--- config.mk ---
export PLATFORM = sky130hd
export DESIGN_NAME = ata_timing_enc
export DESIGN_NICKNAME = d
export VERILOG_FILES = /design/src/rtl/ata_timing_pkg.sv /design/src/rtl/ata_ceil_div.sv /design/src/rtl/ata_count_shaper.sv /design/src/rtl/ata_setup_merge.sv /design/src/rtl/ata_timing_enc.sv
export SDC_FILE = /design/constraint.sdc
export NUM_CORES = 1
export LEC_CHECK = 0
export BUFFER_PORTS_ARGS = -buffer_cell sky130_fd_sc_hd__buf_4
export CORE_MARGIN = 2
export CORE_UTILIZATION = 60
export DETAILED_ROUTE_END_ITERATION = 10
export GPL_TIMING_DRIVEN = 1
export PLACE_DENSITY = 0.8
export SLEW_MARGIN = 0
export SYNTH_ARGS = -nofsm -noshare
export SYNTH_HDL_FRONTEND = slang
export SYNTH_SLANG_ARGS = --single-unit
--- constraint.sdc ---
create_clock -name clk -period 9.3 [get_ports clk]
set_input_delay 0.93 -clock clk [delete_from_list [all_inputs] [get_ports clk]]
set_output_delay 0.93 -clock clk [all_outputs]
set_load 0.05 [all_outputs]
--- src/rtl/ata_timing_pkg.sv ---
// Package: shared state type, limits and field encodings for the
// cycle timing encoder. Assumes counts arrive already limited.
package ata_timing_pkg;

    localparam int CNT_LIMIT   = 16;
    localparam int SETUP_LIMIT = 5;

    typedef enum logic [2:0] {
        ST_IDLE,
        ST_CYC,
        ST_ACT,
        ST_SET,
        ST_OUT
    } enc_state_t;

    // Recovery count (0..16) to 4-bit field code.
    function automatic logic [3:0] rec_encode(input logic [4:0] n);
        logic [3:0] code;
        if (n <= 5'd1)
            code = 4'd15;
        else if (n >= 5'd16)
            code = 4'd0;
        else
            code = 4'(n - 5'd1);
        return code;
    endfunction

    // Setup count (0..5) to 2-bit field code.
    function automatic logic [1:0] setup_encode(input logic [2:0] n);
        logic [1:0] code;
        case (n)
            3'd3:    code = 2'b10;
            3'd4:    code = 2'b00;
            3'd5:    code = 2'b11;
            default: code = 2'b01;
        endcase
        return code;
    endfunction

endpackage

--- src/rtl/ata_ceil_div.sv ---
// Restoring shift-subtract divider, one quotient bit per cycle.
// Assumes den is nonzero; a start is only issued while not busy.
// done pulses one cycle after the last bit, with quo valid and held.
module ata_ceil_div #(
    parameter int NUM_W = 12,
    parameter int DEN_W = 8
) (
    input  logic             clk,
    input  logic             rst_n,
    input  logic             start,
    input  logic [NUM_W-1:0] num,
    input  logic [DEN_W-1:0] den,
    output logic             done,
    output logic [NUM_W-1:0] quo
);
    localparam int CNT_W = $clog2(NUM_W + 1);

    logic [NUM_W-1:0] q_r;
    logic [DEN_W:0]   r_r;
    logic [DEN_W-1:0] d_r;
    logic [CNT_W-1:0] cnt_r;
    logic             busy_r;
    logic             done_r;
    logic [DEN_W:0]   shifted;
    logic [DEN_W+1:0] diff;
    logic             ge;

    // Trial subtraction of the divisor from the shifted remainder.
    always_comb begin
        shifted = {r_r[DEN_W-1:0], q_r[NUM_W-1]};
        diff    = {1'b0, shifted} - {2'b00, d_r};
        ge      = ~diff[DEN_W+1];
    end

    // Iteration registers: load on start, one bit per cycle after.
    always_ff @(posedge clk) begin
        if (!rst_n) begin
            q_r    <= '0;
            r_r    <= '0;
            d_r    <= '0;
            cnt_r  <= '0;
            busy_r <= 1'b0;
            done_r <= 1'b0;
        end else begin
            done_r <= 1'b0;
            if (start && !busy_r) begin
                q_r    <= num;
                r_r    <= '0;
                d_r    <= den;
                cnt_r  <= CNT_W'(NUM_W);
                busy_r <= 1'b1;
            end else if (busy_r) begin
                q_r   <= {q_r[NUM_W-2:0], ge};
                r_r   <= ge ? diff[DEN_W:0] : shifted;
                cnt_r <= cnt_r - CNT_W'(1);
                if (cnt_r == CNT_W'(1)) begin
                    busy_r <= 1'b0;
                    done_r <= 1'b1;
                end
            end
        end
    end

    assign done = done_r;
    assign quo  = q_r;
endmodule

--- src/rtl/ata_count_shaper.sv ---
// Combinational shaping of cycle/active counts into the active/recovery
// byte: saturating subtraction, excess recovery folded into active,
// caps at 16, then field encoding. Assumes counts fit QW bits.
module ata_count_shaper
    import ata_timing_pkg::*;
#(
    parameter int QW = 12
) (
    input  logic [QW-1:0] cyc_cnt,
    input  logic [QW-1:0] act_cnt,
    output logic [4:0]    act_lim,
    output logic [4:0]    rec_lim,
    output logic [7:0]    drw_byte
);
    localparam logic [QW-1:0] LIM = QW'(CNT_LIMIT);

    logic [QW-1:0] rec_w;
    logic [QW-1:0] act_w;

    // Recovery from the count difference, excess moved to active.
    always_comb begin
        rec_w = (cyc_cnt > act_cnt) ? (cyc_cnt - act_cnt) : '0;
        act_w = act_cnt;
        if (rec_w > LIM) begin
            act_w = act_cnt + (rec_w - LIM);
            rec_w = LIM;
        end
        if (act_w > LIM)
            act_w = LIM;
        act_lim  = act_w[4:0];
        rec_lim  = rec_w[4:0];
        drw_byte = {act_lim[3:0], rec_encode(rec_lim)};
    end
endmodule

--- src/rtl/ata_setup_merge.sv ---
// Per-drive setup count store for the shared-field channel and the
// merge that picks the larger of the two drives. Primary-channel
// requests pass straight through and leave the store untouched.
module ata_setup_merge #(
    parameter int NUM_DRV = 2
) (
    input  logic       clk,
    input  logic       rst_n,
    input  logic       wr_en,
    input  logic       chan_i,
    input  logic       drive_i,
    input  logic [2:0] cnt_i,
    output logic [2:0] merged_o
);
    logic [2:0] slot_q [NUM_DRV];
    logic [2:0] other;

    for (genvar g = 0; g < NUM_DRV; g++) begin : g_slot
        // Store the new count for the addressed secondary drive.
        always_ff @(posedge clk) begin
            if (!rst_n)
                slot_q[g] <= 3'd0;
            else if (wr_en && chan_i && (drive_i == 1'(g)))
                slot_q[g] <= cnt_i;
        end
    end

    // Larger of this drive and its neighbour on the secondary channel.
    always_comb begin
        other    = slot_q[drive_i ^ 1'b1];
        merged_o = cnt_i;
        if (chan_i && (other > cnt_i))
            merged_o = other;
    end
endmodule

--- src/rtl/ata_timing_enc.sv ---
// Top: accepts a timing request when idle, runs three ceiling divisions
// (cycle, active, setup) on one divider, shapes and encodes the counts,
// and registers both bytes with a one-cycle done strobe.
// Assumes period_ns_i >= 1 and that time + period - 1 fits TIME_W+1 bits.
module ata_timing_enc
    import ata_timing_pkg::*;
#(
    parameter int TIME_W = 11,
    parameter int PER_W  = 8
) (
    input  logic              clk,
    input  logic              rst_n,
    input  logic              start_i,
    input  logic [TIME_W-1:0] cycle_ns_i,
    input  logic [TIME_W-1:0] active_ns_i,
    input  logic [TIME_W-1:0] setup_ns_i,
    input  logic [PER_W-1:0]  period_ns_i,
    input  logic              channel_i,
    input  logic              drive_i,
    output logic [7:0]        drw_byte_o,
    output logic [7:0]        setup_byte_o,
    output logic              done_o
);
    localparam int QW = TIME_W + 1;

    enc_state_t        st_q;
    logic [TIME_W-1:0] act_ns_q;
    logic [TIME_W-1:0] set_ns_q;
    logic [PER_W-1:0]  per_q;
    logic              ch_q;
    logic              drv_q;
    logic [QW-1:0]     cyc_cnt_q;
    logic [QW-1:0]     act_cnt_q;
    logic [QW-1:0]     set_cnt_q;

    logic [TIME_W-1:0] t_sel;
    logic [PER_W-1:0]  d_sel;
    logic [QW-1:0]     div_num;
    logic              div_start;
    logic              div_done;
    logic [QW-1:0]     div_quo;

    logic [4:0]        act_cnt;
    logic [4:0]        rec_cnt;
    logic [7:0]        drw_next;
    logic [2:0]        set_lim;
    logic [2:0]        merged_cnt;
    logic              store_wr;

    // Operand select for the next division and its ceiling numerator.
    always_comb begin
        case (st_q)
            ST_IDLE: begin t_sel = cycle_ns_i; d_sel = period_ns_i; end
            ST_CYC:  begin t_sel = act_ns_q;   d_sel = per_q;       end
            default: begin t_sel = set_ns_q;   d_sel = per_q;       end
        endcase
        div_num   = QW'(t_sel) + QW'(d_sel) - QW'(1);
        div_start = ((st_q == ST_IDLE) && start_i) ||
                    (((st_q == ST_CYC) || (st_q == ST_ACT)) && div_done);
    end

    ata_ceil_div #(
        .NUM_W (QW),
        .DEN_W (PER_W)
    ) u_div (
        .clk   (clk),
        .rst_n (rst_n),
        .start (div_start),
        .num   (div_num),
        .den   (d_sel),
        .done  (div_done),
        .quo   (div_quo)
    );

    ata_count_shaper #(
        .QW (QW)
    ) u_shape (
        .cyc_cnt  (cyc_cnt_q),
        .act_cnt  (act_cnt_q),
        .act_lim  (act_cnt),
        .rec_lim  (rec_cnt),
        .drw_byte (drw_next)
    );

    // Setup count limited to the field range before merging.
    always_comb begin
        set_lim  = (set_cnt_q > QW'(SETUP_LIMIT)) ? 3'(SETUP_LIMIT)
                                                   : set_cnt_q[2:0];
        store_wr = (st_q == ST_OUT);
    end

    ata_setup_merge #(
        .NUM_DRV (2)
    ) u_merge (
        .clk      (clk),
        .rst_n    (rst_n),
        .wr_en    (store_wr),
        .chan_i   (ch_q),
        .drive_i  (drv_q),
        .cnt_i    (set_lim),
        .merged_o (merged_cnt)
    );

    // Sequencer: capture request, collect three quotients, publish.
    always_ff @(posedge clk) begin
        if (!rst_n) begin
            st_q         <= ST_IDLE;
            act_ns_q     <= '0;
            set_ns_q     <= '0;
            per_q        <= '0;
            ch_q         <= 1'b0;
            drv_q        <= 1'b0;
            cyc_cnt_q    <= '0;
            act_cnt_q    <= '0;
            set_cnt_q    <= '0;
            drw_byte_o   <= 8'h00;
            setup_byte_o <= 8'h00;
            done_o       <= 1'b0;
        end else begin
            done_o <= 1'b0;
            case (st_q)
                ST_IDLE: if (start_i) begin
                    act_ns_q <= active_ns_i;
                    set_ns_q <= setup_ns_i;
                    per_q    <= period_ns_i;
                    ch_q     <= channel_i;
                    drv_q    <= drive_i;
                    st_q     <= ST_CYC;
                end
                ST_CYC: if (div_done) begin
                    cyc_cnt_q <= div_quo;
                    st_q      <= ST_ACT;
                end
                ST_ACT: if (div_done) begin
                    act_cnt_q <= div_quo;
                    st_q      <= ST_SET;
                end
                ST_SET: if (div_done) begin
                    set_cnt_q <= div_quo;
                    st_q      <= ST_OUT;
                end
                default: begin
                    drw_byte_o   <= drw_next;
                    setup_byte_o <= {setup_encode(merged_cnt), 6'b000000};
                    done_o       <= 1'b1;
                    st_q         <= ST_IDLE;
                end
            endcase
        end
    end
endmodule

# --- Word-level counts from Yosys, hierarchy flattened ---
# Memories as Yosys holds them, arrays and structs flattened.
# Cells that the tools add are included.
word_totals:
  mem_count: 1
  in_bits: 46
  word_cells: 108
  ramBits: 6
  reg_bits: 116
  out_inout_bits: 17
classes:
  n_eq_ne: 12
  magnitude_cmp: 7
  add_sub_neg: 8
  n_reduce_logical: 20
  n_bitwise: 6
  n_mux: 35
mem_list:
  columns: ["memory", "depth", "width", "read_ports", "rd_clocked_by_memory_dff", "write_ports", "line", "rtl"]
  rows:
  - ["u_merge.slot_q", 2, 3, 1, 0, 2, "ata_setup_merge.sv:15", "logic [2:0] slot_q [NUM_DRV];"]
ops:
  columns: ["cell", "n"]
  rows:
  - ["$mux 12", 4]
  - ["$gt 12x5->1 const B", 2]
  - ["$mux 3", 8]
  - ["$pmux 11 s2", 1]
  - ["$mux 4", 5]
  - ["$mux 8", 2]
  - ["$add 11x8->12", 1]
  - ["$add 12x12->12", 1]
  - ["$gt 12x12->1", 1]
  - ["$gt 12x3->1 const B", 1]
  - ["$mux 1", 12]
  - ["$pmux 3 s4", 1]
  - ["$sub 12x1->12 const B", 1]
  - ["$sub 12x12->12", 1]
  - ["$sub 12x5->12 const B", 1]
  - ["$sub 9x8->10", 1]
  - ["$eq 3x2->1 const B", 3]
  - ["$eq 3x3->1 const B", 3]
  - ["$reduce_and 2->1", 4]
  - ["$sub 4x1->4 const B", 2]
  - ["$logic_and 1x1->1", 7]
  - ["$ne 2x1->1 const B", 3]
  - ["$pmux 2 s3", 1]
  - ["$ge 5x5->1 const B", 1]
  - ["other kinds (16)", 21]

# --- Longest topological paths before layout ---
depth:
  ltp_word: 7
  ltp_mapped: 22

# --- Modules after synthesis ---
# Synthesis repeated with hierarchy kept, for this count alone.
unflattened:
  hier_cells: 1053
  area_unflattened_um2: 8441.8
by_module_without_submodules:
  columns: ["mod", "seq_area_each_um2", "area_each_um2", "cells_each", "n_inst"]
  rows:
  - ["ata_timing_enc", 1641.6, 4189.0, 510, 1]
  - ["ata_count_shaper", 0.0, 1956.9, 280, 1]
  - ["ata_ceil_div", 680.7, 1898.1, 226, 1]
  - ["ata_setup_merge", 180.2, 397.9, 37, 1]

# --- Worst setup path after synthesis ---
# OpenSTA, ideal clock, no wires.
synth_path:
  kind: "flip-flop to flip-flop"
  startpoint: "register cyc_cnt_q[0]"
  endpoint: "register drw_byte_o[4]"
  period_less_slack_ns: 4.533
  n_path_buf: 1
  path_stages_with_launch: 22
  setup_time_ns: 0.123
  t_required_ns: 9.177
  path_slack_ns: 4.767
  arrival_time_ns: 4.410
  path_cell_list: "dfxtp_1 > inv_1 > ha_1 > fa_1 > nand2b_1 > a21oi_1 > o21ai_1 > o21bai_1 > buf_2 > nand2_1 > inv_1 > ha_1 > ha_1 > nor2b_1 > o31a_1 > o211a_1 > or3_1 > nand3_1 > xor2_1 > nor2_1 > a31oi_2 > o21ai_1"
synth_between:
  elab_chain_len: 7
  word_cells_on_any_way: 9
  cone_classes: "3 x add/sub; 3 x order compare; 3 x mux"
synth_rtl:
  columns: ["item", "line", "rtl"]
  rows:
  - ["start: declaration", "ata_timing_enc.sv:32", "logic [QW-1:0] cyc_cnt_q;"]
  - ["start signal: assignment", "ata_timing_enc.sv:131", "cyc_cnt_q <= div_quo;"]
  - ["$sub 12x12->12 or $gt 12x12->1 (tied branches)", "ata_count_shaper.sv:22", "rec_w = (cyc_cnt > act_cnt) ? (cyc_cnt - act_cnt) : '0;"]
  - ["$mux 12 *", "ata_count_shaper.sv:22", null]
  - ["$sub 12x5->12", "ata_count_shaper.sv:25", "act_w = act_cnt + (rec_w - LIM);"]
  - ["$add 12x12->12", "ata_count_shaper.sv:25", null]
  - ["$mux 12 *", "ata_count_shaper.sv:24", "if (rec_w > LIM) begin"]
  - ["$gt 12x5->1", "ata_count_shaper.sv:28", "if (act_w > LIM)"]
  - ["$mux 4 *", "ata_count_shaper.sv:28", null]
  - ["end signal: assignment", "ata_timing_enc.sv:143", "drw_byte_o <= drw_next;"]
  - ["end: declaration", "ata_timing_enc.sv:20", "output logic [7:0] drw_byte_o,"]
# Every way passes the cells marked *; elsewhere a longest branch is shown, timed or not.
# A chain may end at the register's enable or synchronous reset.

# --- Final worst setup path ---
# Same ends and word-level chain as after synthesis.

==> tab_implementation.tex <==
\begin{tabular}{lr}
\hline
Metric & Value \\
\hline
\multicolumn{2}{l}{\textbf{Cells and area}} \\
Final layout net count & between 1,000 and 1,500 \\
Number of inserted filler cells in the final layout & 1,063 \\
Synth-to-Final Area Change & 13.0\% \\
Area occupied by multi-input gates & approximately 4900 µm² \\
Diodes inserted & 0 \\
Post-layout instance area & a little under 9000 µm² \\
Share of final-layout standard cells stronger than drive strength 1 & 11.1\% \\
Sequential Area & 2500 µm² \\
\multicolumn{2}{l}{\textbf{Pwr}} \\
Static power due to leakage & 3.81 nW \\
Max VDD drop & roughly 0.17 mV \\
Total power divided by cell area & 162 nW/µm² \\
Part of the power in the clock network & roughly 43\% \\
Switching power as a share of total power & a little over a quarter \\
Proportion of power drawn by flip-flops and latches & 40.1\% \\
Combinational Power Share & between 10\% and 20\% \\
Switching power summed over all nets & 0.387 mW \\
Final total power & 1.45 mW \\
Internal portion of total power & 1.06 mW \\
\multicolumn{2}{l}{\textbf{Yosys}} \\
Register area share after synthesis & a little under a third \\
Post-synthesis async set-or-reset flop share & 0\% \\
Biggest area contributors in the synthesized netlist & sky130\_fd\_sc\_hd\_\_dfxtp\_1 29\%, sky130\_fd\_sc\_hd\_\_ha\_1 10\%, sky130\_fd\_sc\_hd\_\_nand2\_1 9.5\%, sky130\_fd\_sc\_hd\_\_a21boi\_0 7.1\%, sky130\_fd\_sc\_hd\_\_mux2i\_1 4.2\% \\
Most common flop cell mapped by yosys & sky130\_fd\_sc\_hd\_\_dfxtp\_1 \\
\#FFs+latches synth & 122 \\
Count leader, synth & sky130\_fd\_sc\_hd\_\_nand2\_1 \\
Number of warning messages in the yosys log & 0 \\
Number of enable-type register cells in the synthesized netlist & 6 \\
Post-synthesis average cell area & 7.95 µm² \\
Area fraction of the dominant cell type after synthesis & 29.4\% \\
Synthesized instance count & 994 \\
Cell area after technology mapping & around 8000 µm² \\
Number of different library cells in the post-synthesis netlist & 76 \\
List of most frequent post-synthesis cells & 199 x sky130\_fd\_sc\_hd\_\_nand2\_1, 116 x sky130\_fd\_sc\_hd\_\_dfxtp\_1, 76 x sky130\_fd\_sc\_hd\_\_inv\_1 \\
Synth area leader & sky130\_fd\_sc\_hd\_\_dfxtp\_1 \\
\multicolumn{2}{l}{\textbf{Job}} \\
Max\_cap viols & 0 \\
\multicolumn{2}{l}{\textbf{Drt}} \\
Drt first pass iters & 5 \\
Count of vias placed by the detailed router & 6,790 \\
Average vias per placed instance & approximately 5.6 \\
Violation count after the first detailed-route iteration & $\sim$450 \\
Aggregate routed wire length & 17,700 µm \\
DRC violations left & 0 \\
Final ANT Viol Nets & 0 \\
Per-cell routed wire length & 14.6 µm \\
\multicolumn{2}{l}{\textbf{Floorplan}} \\
Number of placement rows & 41 \\
Starting density of the core & 62.1\% \\
Die outline area & 14,100 µm² \\
Placeable core area & 12,700 µm² \\
Die extent in x & between 100 and 150 µm \\
Y dimension of the die & between 100 and 150 µm \\
Io pins & 63 \\
\multicolumn{2}{l}{\textbf{STA}} \\
Setup violations, final & 0 \\
Maximum clock rate & 185 MHz \\
Min Clock Period, post-route & 5410 ps \\
Hold Worst Slack & 445 ps \\
Max-Slew Margin vs Limit & 24.2\% \\
Fin. Hold Viols & 0 \\
RSZ-0062 raised after global routing & false \\
Final period util & roughly three fifths \\
Count of final max-slew check failures & 0 \\
Transition time of the tightest slew-check pin & 1130 ps \\
Sum Neg Setup Slack & 0 ps \\
Skew final & 7.13 ps \\
\multicolumn{2}{l}{\textbf{GRT}} \\
Number of global-route vias before repair & 6,539 \\
Wire length of the first global-routing pass & roughly 30,000 µm \\
Global Route Usage Sum & between 20\% and 30\% \\
Initial antenna violation count & 0 \\
Leftover overflow at the end of global routing & 0 \\
Largest net degree at the start of global routing & $\sim$100 \\
\multicolumn{2}{l}{\textbf{Place}} \\
Detailed Place HPWL & approximately 13,000 µm \\
Placed standard-cell area & approximately 8400 µm² \\
IO Port Bufs & 56 \\
Gpl congestion & 0.892 \\
\multicolumn{2}{l}{\textbf{Run status}} \\
Run status & finished clean \\
\multicolumn{2}{l}{\textbf{Worst setup path}} \\
Startpoint types & flop \\
Largest driver fanout on the critical path & 14 \\
Setup crit end kind & flop \\
CP required & 9600 ps \\
Arr. time, crit path & 5710 ps \\
Worst Setup Path Type & reg2reg \\
\multicolumn{2}{l}{\textbf{Clocking}} \\
Largest buffer count on any clock path & 2 \\
Post-CTS Hold Fix Bufs & 0 \\
Setup Fix Bufs, Post-CTS & 0 \\
Cts bufs inserted & 17 \\
Clock root buffer master & sky130\_fd\_sc\_hd\_\_clkbuf\_16 \\
Later-pin clock latency in the skew report & about 420 ps \\
Number of resized instances in the post-cts repair step & 0 \\
Clk sinks & between 100 and 150 \\
Register clock-pin slew on the reported worst setup and hold paths & 50 ps \\
CTS tree & built \\
H-tree depth reported by CTS & 4 \\
\multicolumn{2}{l}{\textbf{Hold path}} \\
Worst min path class & reg2reg \\
\hline
\end{tabular}
[worst paths after layout]
path	startpoint	endpoint	slack, ps	cells past startpoint
setup / recovery	cyc_cnt_q[0]$_SDFFE_PN0P_	drw_byte_o[4]$_SDFFE_PN0P_	3890	20
hold / removal	drw_byte_o[4]$_SDFFE_PN0P_	drw_byte_o[4]$_SDFFE_PN0P_	440	2
setup reg to reg	cyc_cnt_q[0]$_SDFFE_PN0P_	drw_byte_o[4]$_SDFFE_PN0P_	3890	20
hold reg to reg	drw_byte_o[4]$_SDFFE_PN0P_	drw_byte_o[4]$_SDFFE_PN0P_	440	2
[power by group through the flow]
stage                     clock network (mW)  logic, mW  registers [mW]
after floorplan                            0      0.191           0.577
after global placement                     0      0.235           0.589
after detailed placement                   0      0.241           0.589
after CTS                              0.629      0.243           0.578
after global routing                   0.658      0.275           0.582
final                                  0.624      0.243           0.579
[sequential cells by signal (all words and copies together), names as in the netlist, 2 cells and up]
signal	flops
act_cnt_q	12
act_ns_q	11
cyc_cnt_q	12
drw_byte_o	8
per_q	8
set_cnt_q	12
set_ns_q	11
setup_byte_o	2
st_q	3
u_div.cnt_r	4
u_div.d_r	8
u_div.quo	12
u_div.r_r	8
u_merge.slot_q	6
[critical path, stage by stage, from the launching register on]
cell	delay, ps
sky130_fd_sc_hd__dfxtp_1	380
sky130_fd_sc_hd__inv_1	60
sky130_fd_sc_hd__ha_1	230
sky130_fd_sc_hd__fa_1	400
sky130_fd_sc_hd__nand2b_1	180
sky130_fd_sc_hd__a21oi_1	250
sky130_fd_sc_hd__o21ai_1	150
sky130_fd_sc_hd__o21bai_1	900
sky130_fd_sc_hd__nand2_1	240
sky130_fd_sc_hd__inv_1	190
sky130_fd_sc_hd__ha_1	250
sky130_fd_sc_hd__ha_1	350
sky130_fd_sc_hd__nor2b_1	160
sky130_fd_sc_hd__o31a_1	270
sky130_fd_sc_hd__o211a_1	240
sky130_fd_sc_hd__or3_1	340
sky130_fd_sc_hd__nand3_1	100
sky130_fd_sc_hd__xor2_1	150
sky130_fd_sc_hd__nor2_1	90
sky130_fd_sc_hd__a31oi_2	240
sky130_fd_sc_hd__o21ai_1	100
[placed cells by master (no fill, tap or decap), types with 11 or more instances in the layout]
cell type,count
sky130_fd_sc_hd__a21oi_1,40
sky130_fd_sc_hd__o21ai_0,43
sky130_fd_sc_hd__buf_4,64
sky130_fd_sc_hd__dfxtp_1,116
sky130_fd_sc_hd__a21boi_0,75
sky130_fd_sc_hd__ha_1,65
sky130_fd_sc_hd__xor2_1,12
sky130_fd_sc_hd__nand2b_1,11
sky130_fd_sc_hd__nor2b_1,18
sky130_fd_sc_hd__nand3_1,21
sky130_fd_sc_hd__o211a_1,13
sky130_fd_sc_hd__mux2i_1,33
sky130_fd_sc_hd__nand2_1,199
sky130_fd_sc_hd__nor2_1,57
sky130_fd_sc_hd__clkbuf_16,17
sky130_fd_sc_hd__a211oi_1,12
sky130_fd_sc_hd__inv_1,76
sky130_fd_sc_hd__xnor2_1,13
[final cells by class]
| class | count | share of cell area [%] |
|---|---|---|
| Clock buffer | 25 | 5.55 |
| Clock inverter | 7 | 0.729 |
| Inverter | 77 | 3.24 |
| Multi-Input combinational cell | 745 | 54.7 |
| Sequential cell | 122 | 28.0 |
| Tap cell | 172 | 2.41 |
| Timing Repair Buffer | 64 | 5.38 |
[cell families (layout without fill, tap and decap cells)]
family | after synthesis | in the layout | share of synthesized area [%]
simple gates | 361 | 361 | 20.5
fa+ha+maj | 69 | 69 | 11.3
mux | 37 | 37 | 4.80
buf+inv | 132 | 173 | 6.81
xor+xnor | 25 | 25 | 2.77
other cells | 1 | 6 | 0.0475
compound gates | 247 | 247 | 22.1
flops | 122 | 122 | 31.7
[per-stage QoR]
stage	cells	setup slack [ps]	utilization [%]
5_1_grt	1212	3500	70.2
3_5_place_dp	1180	3930	65.8
2_1_floorplan	999	4770	-
6_report	1212	3890	70.2
3_3_place_gp	1180	4120	65.8
4_1_cts	1212	3890	70.2
[per-layer routing]
| metal | share of wire [%] | up-vias | GRT usage, % |
|---|---|---|---|
| met5 | 0 | - | 0 |
| met4 | 2.5 | 0 | 9.67 |
| met3 | 4.1 | 35 | 5.98 |
| met2 | 48 | 150 | 44.5 |
| met1 | 45 | 3117 | 31.7 |
| li1 | - | 3488 | - |
No activity file was read; power rests on OpenSTA's default activity.
